`src/rtl/te_gate_pkg.sv`:
```
package te_gate_pkg;

  typedef enum logic [1:0] {
    TE_OFF  = 2'd0,
    TE_RISE = 2'd1,
    TE_FALL = 2'd2,
    TE_RSVD = 2'd3
  } te_mode_e;

  typedef enum logic [2:0] {
    ST_IDLE = 3'd0,  // no frame open, chip select released
    ST_ARM  = 3'd1,  // frame-start pending, watching for the edge
    ST_HOLD = 3'd2,  // edge seen, counting microseconds
    ST_BUSY = 3'd3,  // buffer granted, bus engine running
    ST_GAP  = 3'd4   // frame open, between buffers
  } gate_state_e;

  // True only for the modes that hold a frame start for an edge.
  function automatic logic mode_waits(input logic [1:0] m);
    return (m == TE_RISE) || (m == TE_FALL);
  endfunction

endpackage

```
`src/rtl/te_edge_detect.sv`:
```
module te_edge_detect #(
  parameter int SYNC_STAGES = 2
) (
  input  logic clk,
  input  logic rst,
  input  logic te_in,
  output logic rise,
  output logic fall
);
  localparam int LAST = SYNC_STAGES;

  // Stages 0..SYNC_STAGES-1 synchronize, stage SYNC_STAGES is the
  // one-cycle-old copy used for edge comparison.
  logic [LAST:0] chain;

  always_ff @(posedge clk) begin
    if (rst) chain[0] <= 1'b0;
    else     chain[0] <= te_in;
  end

  for (genvar i = 1; i <= LAST; i++) begin : g_stage
    always_ff @(posedge clk) begin
      if (rst) chain[i] <= 1'b0;
      else     chain[i] <= chain[i-1];
    end
  end

  assign rise =  chain[LAST-1] & ~chain[LAST];
  assign fall = ~chain[LAST-1] &  chain[LAST];

endmodule

```
`src/rtl/us_delay_timer.sv`:
```
module us_delay_timer #(
  parameter int CLK_MHZ = 250,
  parameter int DLY_W   = 16
) (
  input  logic             clk,
  input  logic             rst,
  input  logic             start,
  input  logic [DLY_W-1:0] load,
  output logic             expire
);
  localparam int PRE_W = (CLK_MHZ > 1) ? $clog2(CLK_MHZ) : 1;
  localparam logic [PRE_W-1:0] PRE_LAST = PRE_W'(CLK_MHZ - 1);

  logic [PRE_W-1:0] pre;
  logic [DLY_W-1:0] remain;
  logic             running;
  logic             tick;

  assign tick   = (pre == PRE_LAST);
  assign expire = running && tick && (remain == DLY_W'(1));

  always_ff @(posedge clk) begin
    if (rst) begin
      pre     <= '0;
      remain  <= '0;
      running <= 1'b0;
    end else if (start) begin
      pre     <= '0;
      remain  <= load;
      running <= (load != '0);
    end else if (running) begin
      if (tick) begin
        pre    <= '0;
        remain <= remain - DLY_W'(1);
        if (remain == DLY_W'(1)) running <= 1'b0;
      end else begin
        pre <= pre + PRE_W'(1);
      end
    end
  end

endmodule

```
`src/rtl/te_gate_ctrl.sv`:
```
module te_gate_ctrl
  import te_gate_pkg::*;
#(
  parameter int DLY_W = 16
) (
  input  logic             clk,
  input  logic             rst,
  input  logic             edge_rise,
  input  logic             edge_fall,
  input  logic [1:0]       te_mode,
  input  logic [DLY_W-1:0] te_delay_us,
  input  logic             req_valid,
  input  logic             req_frame_end,
  input  logic             buf_done,
  input  logic             timer_expire,
  output logic             timer_start,
  output logic [DLY_W-1:0] timer_load,
  output logic             grant,
  output logic             cs_n,
  output gate_state_e      state
);
  gate_state_e      state_d;
  logic [1:0]       mode_q;
  logic [DLY_W-1:0] dly_q;
  logic             end_q;
  logic             grant_d;
  logic             capture;
  logic             hit;

  assign hit = ((mode_q == TE_RISE) && edge_rise) ||
               ((mode_q == TE_FALL) && edge_fall);

  assign timer_load = dly_q;

  always_comb begin
    state_d     = state;
    grant_d     = 1'b0;
    capture     = 1'b0;
    timer_start = 1'b0;
    unique case (state)
      ST_IDLE: if (req_valid) begin
        capture = 1'b1;
        if (mode_waits(te_mode)) begin
          state_d = ST_ARM;
        end else begin
          grant_d = 1'b1;
          state_d = ST_BUSY;
        end
      end
      ST_ARM: if (hit) begin
        if (dly_q == '0) begin
          grant_d = 1'b1;
          state_d = ST_BUSY;
        end else begin
          timer_start = 1'b1;
          state_d     = ST_HOLD;
        end
      end
      ST_HOLD: if (timer_expire) begin
        grant_d = 1'b1;
        state_d = ST_BUSY;
      end
      ST_BUSY: if (buf_done) begin
        state_d = end_q ? ST_IDLE : ST_GAP;
      end
      ST_GAP: if (req_valid) begin
        grant_d = 1'b1;
        state_d = ST_BUSY;
      end
      default: state_d = ST_IDLE;
    endcase
  end

  always_ff @(posedge clk) begin
    if (rst) begin
      state  <= ST_IDLE;
      mode_q <= TE_OFF;
      dly_q  <= '0;
      end_q  <= 1'b0;
      grant  <= 1'b0;
      cs_n   <= 1'b1;
    end else begin
      state <= state_d;
      grant <= grant_d;
      cs_n  <= !((state_d == ST_BUSY) || (state_d == ST_GAP));
      if (capture) begin
        mode_q <= te_mode;
        dly_q  <= te_delay_us;
      end
      if (grant_d) end_q <= req_frame_end;
    end
  end

endmodule

```
`src/rtl/te_write_gate.sv`:
```
module te_write_gate
  import te_gate_pkg::*;
#(
  parameter int CLK_MHZ     = 250,
  parameter int DLY_W       = 16,
  parameter int SYNC_STAGES = 2
) (
  input  logic             clk,
  input  logic             rst,
  input  logic             te_in,
  input  logic [1:0]       te_mode,
  input  logic [DLY_W-1:0] te_delay_us,
  input  logic             req_valid,
  input  logic             req_frame_end,
  output logic             req_ready,
  input  logic             buf_done,
  output logic             cs_n
);
  logic             edge_rise;
  logic             edge_fall;
  logic             timer_start;
  logic             timer_expire;
  logic [DLY_W-1:0] timer_load;
  gate_state_e      gate_state;

  te_edge_detect #(.SYNC_STAGES(SYNC_STAGES)) u_edge (
    .clk   (clk),
    .rst   (rst),
    .te_in (te_in),
    .rise  (edge_rise),
    .fall  (edge_fall)
  );

  us_delay_timer #(.CLK_MHZ(CLK_MHZ), .DLY_W(DLY_W)) u_timer (
    .clk    (clk),
    .rst    (rst),
    .start  (timer_start),
    .load   (timer_load),
    .expire (timer_expire)
  );

  te_gate_ctrl #(.DLY_W(DLY_W)) u_ctrl (
    .clk           (clk),
    .rst           (rst),
    .edge_rise     (edge_rise),
    .edge_fall     (edge_fall),
    .te_mode       (te_mode),
    .te_delay_us   (te_delay_us),
    .req_valid     (req_valid),
    .req_frame_end (req_frame_end),
    .buf_done      (buf_done),
    .timer_expire  (timer_expire),
    .timer_start   (timer_start),
    .timer_load    (timer_load),
    .grant         (req_ready),
    .cs_n          (cs_n),
    .state         (gate_state)
  );

endmodule

```
`config.mk`:
```
export PLATFORM = sky130hd
export DESIGN_NAME = te_write_gate
export DESIGN_NICKNAME = d
export VERILOG_FILES = /design/src/rtl/te_gate_pkg.sv /design/src/rtl/te_edge_detect.sv /design/src/rtl/us_delay_timer.sv /design/src/rtl/te_gate_ctrl.sv /design/src/rtl/te_write_gate.sv
export SDC_FILE = /design/constraint.sdc
export NUM_CORES = 1
export LEC_CHECK = 0
export BUFFER_PORTS_ARGS = -buffer_cell sky130_fd_sc_hd__buf_2
export CORE_AREA = 8 8 106 60
export CTS_CLUSTER_SIZE = 20
export DETAILED_ROUTE_END_ITERATION = 6
export DIE_AREA = 0 0 114 68
export PLACE_DENSITY = 0.77
export SYNTH_ARGS = -nofsm -noshare
export SYNTH_HDL_FRONTEND = slang
export SYNTH_SLANG_ARGS = --single-unit
```
`constraint.sdc`:
```
create_clock -name clk -period 1.8 [get_ports clk]
set_input_delay 0.36 -clock clk [delete_from_list [all_inputs] [get_ports clk]]
set_output_delay 0.36 -clock clk [all_outputs]
set_load 0.01 [all_outputs]
```
After elaboration in Yosys (flattened, before gate mapping)
Cells that the tools add are included.
{"block": "totals", "reg_bits": 52, "inputBits": 24, "out_inout_bits": 2, "elab_cells": 73}
{"block": "classes", "add_sub_neg": 2, "eq_ne": 12, "muxes": 28, "bitwise_logic": 4, "n_reduce_logical": 15}
{"operator": "16-bit 2-to-1 mux", "count": 3}
{"operator": "3-bit 2-to-1 mux", "count": 6}
{"operator": "16-bit by 1-bit equality test with 1-bit output (second input constant)", "count": 1}
{"operator": "16-bit zero test", "count": 1}
{"operator": "16-bit nonzero test", "count": 1}
{"operator": "16-bit by 1-bit subtractor with 16-bit output (second input constant)", "count": 1}
{"operator": "1-bit 2-to-1 mux", "count": 15}
{"operator": "3-bit case mux with 5 select lines", "count": 1}
{"operator": "3-bit by 2-bit equality test with 1-bit output (second input constant)", "count": 3}
{"operator": "8-bit by 1-bit adder with 8-bit output (second input constant)", "count": 1}
{"operator": "8-bit equality test (second input constant)", "count": 1}
{"operator": "8-bit 2-to-1 mux", "count": 1}
{"operator": "3-bit equality test (second input constant)", "count": 2}
{"operator": "2-bit by 1-bit equality test with 1-bit output (second input constant)", "count": 2}
{"operator": "2-bit equality test (second input constant)", "count": 2}
{"operator": "1-bit logical AND", "count": 4}
{"operator": "1-bit case mux with 4 select lines", "count": 1}
{"operator": "2-bit nonzero test", "count": 2}
{"operator": "3-bit by 1-bit equality test with 1-bit output (second input constant)", "count": 1}
{"operator": "3-bit zero test", "count": 1}
{"operator": "1-bit logical OR", "count": 3}
{"operator": "1-bit AND", "count": 2}
{"operator": "2-bit 2-to-1 mux", "count": 1}
{"operator": "1-bit inverter", "count": 2}
{"operator": "other kinds (3)", "count": 3}

Logic depth before layout (Yosys ltp)
{"block": "logic_depth", "word_depth": 9, "mapped_depth": 9}

Hierarchy
A second synthesis with hierarchy kept.
{"block": "hier_totals", "hier_cells": 301, "area_unflattened_um2": 2522.4}
{"mod": "us_delay_timer", "n_inst": 1, "cells_per_inst": 170, "area_each_um2": 1408.9, "seq_area_each_um2": 500.5}
{"mod": "te_gate_ctrl", "n_inst": 1, "cells_per_inst": 123, "area_each_um2": 1022.2, "seq_area_each_um2": 480.5}
{"mod": "te_edge_detect", "n_inst": 1, "cells_per_inst": 8, "area_each_um2": 91.3, "seq_area_each_um2": 60.1}

Worst setup path before layout
No wires, ideal clock.
{"block": "synth_path", "path_type": "register to register", "startpoint": "reg u_timer.pre[0]", "endpoint": "reg u_timer.remain[10]", "setup_ns": 0.086, "arrival_ns": 1.702, "slack_ns": 0.013, "path_stages_with_launch": 9, "n_path_buf": 2, "synth_period_minus_slack_ns": 1.787, "path_cell_list": "dfxtp_1 ha_1 and4b_1 and3_1 buf_2 buf_2 nand4_1 xor2_1 a211oi_1"}
{"block": "synth_between", "elab_chain_len": 3}
{"element": "start, declared", "line": "us_delay_timer.sv:14", "text": "logic [PRE_W-1:0] pre;"}
{"element": "start signal, assigned", "line": "us_delay_timer.sv:37", "text": "pre <= pre + PRE_W'(1);"}
{"element": "8-bit equality test", "line": "us_delay_timer.sv:19", "text": "assign tick = (pre == PRE_LAST);"}
{"element": "2-bit nonzero test (no source line)"}
{"element": "2-bit AND reduction (no source line)"}
{"element": "end signal, assigned", "line": "us_delay_timer.sv:29", "text": "remain <= load;"}
{"element": "end signal, assigned", "line": "us_delay_timer.sv:34", "text": "remain <= remain - DLY_W'(1);"}
{"element": "end, declared", "line": "us_delay_timer.sv:15", "text": "logic [DLY_W-1:0] remain;"}
No other way between the ends.
A chain may end at the register's enable or synchronous reset.

Worst setup path in the final report
{"block": "layout_path", "startpoint": "reg u_timer.remain[7]", "endpoint": "reg u_timer.remain[14]"}
{"block": "layout_between", "elab_chain_len": 4}
{"element": "16-bit by 1-bit subtractor with 16-bit output", "line": "us_delay_timer.sv:34"}
{"element": "16-bit 2-to-1 mux", "line": "us_delay_timer.sv:32", "text": "if (tick) begin"}
{"element": "16-bit 2-to-1 mux", "line": "us_delay_timer.sv:31", "text": "end else if (running) begin"}
{"element": "16-bit 2-to-1 mux", "line": "us_delay_timer.sv:27", "text": "end else if (start) begin"}
No other way between the ends. The select of a mux whose other input is x is not followed.

==> run_results.csv <==
group,metric,value,unit
die,die_y,68,um
cts,clk_pin_slew_worst_paths,0.10,ns
status,status,"finished with violations",
cts,htreeDepth,2,
drt,wl_met2,2.41,mm
global_routing,grt_max_degree,32,
finish,antennaDiodeCount,0,
placed_design,post-dp-hpwl,4.34,mm
drt,wl,6.10,mm
die,top_level_ports,26,
global_routing,overflow,0,
worst_setup_path,end_kind,"register",
sta,skew,0.00797,ns
die,core_area,0.00504,mm^2
cts,cts_sinks,52,
sta,rsz0062_at_grt,"true",
die,start_util,48.0,%
drt,highest_layer,"met4",
pwr,total_power,2.26,mW
sta,tightest_slew,0.484,ns
drt,vias_per_cell,5.30,
cts,cts_tree,"done",
logic_synthesis,syn_area,0.00242,mm^2
sta,maxSlewHeadroom,67.6,%
logic_synthesis,synth_edf_count,0,
logic_synthesis,yosysTopAreaCell,"dfxtp_1",
worst_setup_path,critPathLaunchType,"register",
cts,cts_buffer_depth,2,
sta,final_max_slew_viol_count,0,
die,dieArea,0.00775,mm^2
drt,wl_per_cell,14.8,um
job,drv_cap,0,
pwr,pwr-share-comb,13.8,%
logic_synthesis,synthTopCellsByCount,"dfxtp_1 (52), nand2_1 (47), nor2_1 (35)",
drt,wl_met3,438,um
sta,setup_viol,6,
worst_hold_path,hp-class,"primary input to register",
finish,syn2layout_area_growth,24.5,%
worst_setup_path,crit_type,"register to register",
global_routing,grt_pass1_vias,1955,
sta,fin_crit_sh,105,%
pwr,pwr_density_cell,751,mW/mm^2
pwr,p_sw_share,27.7,%
worst_setup_path,worstPathRequired,2.03,ns
pwr,leakagePower,1.21,nW
pwr,intPower,1.63,mW
sta,fin_crit,1.89,ns
drt,num_vias,2190,
logic_synthesis,ys_ff_latch,52,
logic_synthesis,synthesis.nets,317,
logic_synthesis,synthCells,289,
pwr,p_seq_share,54.7,%
global_routing,antenna_found_initial,0,
logic_synthesis,ys_types,44,
drt,drc,0,
cts,postCtsHoldBufs,0,
drt,initialDrtViolationCount,110,
cts,cts_made_buffers,5,
logic_synthesis,yosys_warnings,0,
logic_synthesis,synth_area_per_cell,8.37,um^2
die,num_rows,19,
drt,ant_nets,0,
drt,drtPass1Iterations,4,
finish,final_nets,367,
status,violations,"setup timing",
global_routing,grt_pass1_wl,9.52,mm
sta,fin_ws,-0.0939,ns
pwr,p_clk_share,31.4,%
logic_synthesis,async_flop_share,0,%
placed_design,port_buffers,25,
logic_synthesis,synth_ff_type,"dfxtp_1",
worst_setup_path,cp_max_fo,4,
worst_setup_path,worstPathArrival,2.13,ns
drt,wirelength_met1,3.18,mm
sta,max_freq,528,MHz
finish,fillers,472,
pwr,power.switching,0.626,mW
cts,cts_root_buf,"clkbuf_8",
finish,final_util,59.7,%
die,fp.dieW,114,um
finish,drive_above_1_share,26.2,%
cts,clk_latency,0.31,ns
logic_synthesis,synth.most_common_cell,"dfxtp_1",
placed_design,gp_congestion,0.817,
global_routing,grt_use_total,15.5,%
sta,hold_viol,0,
logic_synthesis,synth_top_area_share,43.0,%
logic_synthesis,seq_area_frac_synth,43.0,%
pwr,ir_drop,445,uV
logic_synthesis,yosys-top-cells-area,"dfxtp_1 (43%), nand2_1 (7.3%), xor2_1 (5.8%)",
-- flip-flops by register name (all words and copies together) (netlist names) --
| signal | count |
|---|---|
| u_edge.chain | 3 |
| u_ctrl.end_q | 1 |
| u_ctrl.grant | 1 |
| u_ctrl.cs_n | 1 |
| u_timer.running | 1 |
| u_timer.pre | 8 |
| u_timer.remain | 16 |
| u_ctrl.mode_q | 2 |
| u_ctrl.state | 3 |
| u_ctrl.timer_load | 16 |
-- power by group through the flow --
stage	Clock [mW]	Sequential [mW]	Combinational, mW
global route	0.768	1.24	0.348
global placement	0	1.25	0.290
CTS	0.714	1.23	0.299
finish	0.710	1.24	0.312
floorplan	0	1.25	0.165
detailed placement	0	1.26	0.296
-- layout by cell type, fill, tap and decap left out, types with 3 or more instances in the layout --
| master | n |
|---|---|
| a211oi_1 | 12 |
| a211oi_2 | 3 |
| a21oi_1 | 22 |
| buf_2 | 25 |
| buf_4 | 32 |
| clkbuf_8 | 5 |
| dfxtp_1 | 51 |
| ha_1 | 4 |
| inv_1 | 4 |
| nand2_1 | 47 |
| nand2b_1 | 4 |
| nand3_1 | 3 |
| nand4_1 | 8 |
| nand4b_1 | 4 |
| nor2_1 | 35 |
| nor2b_1 | 6 |
| nor3_1 | 6 |
| nor4_2 | 4 |
| o21ai_0 | 4 |
| or2_2 | 3 |
| xnor2_1 | 4 |
| xor2_1 | 16 |
-- cell families after synthesis --
family	synth area share [%]
mux	0.414
fa+ha+maj	2.07
buf+inv	3.52
xor+xnor	7.24
flops	43.0
compound gates	13.6
simple gates	30.1
-- metrics by stage --
| step | cells | cell area [um^2] | hold slack (ns) | setup slack, ns | setup TNS [ns] |
|---|---|---|---|---|---|
| detailed placement | 404 | 2850 | 0.435 | -0.0878 | -0.933 |
| global placement | 404 | 2850 | 0.417 | -0.0260 | -0.0627 |
| global route | 413 | 3010 | 0.264 | -0.198 | -0.946 |
| finish | 413 | 3010 | 0.256 | -0.0939 | -0.347 |
| floorplan | 289 | 2420 | 0.414 | 0.0128 | 0 |
| CTS | 412 | 2950 | 0.257 | -0.0898 | -0.272 |
-- worst max-delay path, cell delays in order, from the launching register on --
cell	delay, ns
dfxtp_1	0.33
or4_4	0.56
nor4_4	0.38
nand4b_1	0.16
xor2_1	0.18
a211oi_2	0.22
-- per-layer routing --
layer | vias up | global-route usage, %
met4 | 0 | 5.09
met2 | 79 | 20.6
li1 | 1102 | -
met3 | 7 | 3.87
met1 | 1002 | 23.4
met5 | - | 0
-- layout make-up --
type | instances | area (um^2) | share of cell area [%]
repair buffers | 60 | 430 | 14.3
clock inverters | 3 | 25.0 | 0.831
inverters | 4 | 15.0 | 0.499
clock buffers | 5 | 68.8 | 2.29
well taps | 73 | 91.3 | 3.03
flip-flops and latches | 52 | 1040 | 34.6
multi-input cells | 216 | 1340 | 44.4
-- repair_timing --
action / in CTS / in global routing
setup buffers: 0 / 0
cloned: 0 / 1
pin swaps: 0 / 5
resized for setup: 2 / 8
setup endpoints to repair: 22 / 25
-- path summary, 6_finish.rpt --
path	to	slack (ns)	cells past startpoint	start
worst max-delay path	u_timer.remain[14]$_SDFFE_PP0P_	-0.09	5	u_timer.remain[7]$_SDFFE_PP0P_
worst min-delay path	u_edge.chain[0]$_SDFF_PP0_	0.26	2	te_in
worst max register to register	u_timer.remain[14]$_SDFFE_PP0P_	-0.09	5	u_timer.remain[7]$_SDFFE_PP0P_
worst min register to register	u_edge.chain[1]$_SDFF_PP0_	0.45	1	u_edge.chain[0]$_SDFF_PP0_
Power figures use the tool's default switching activity.
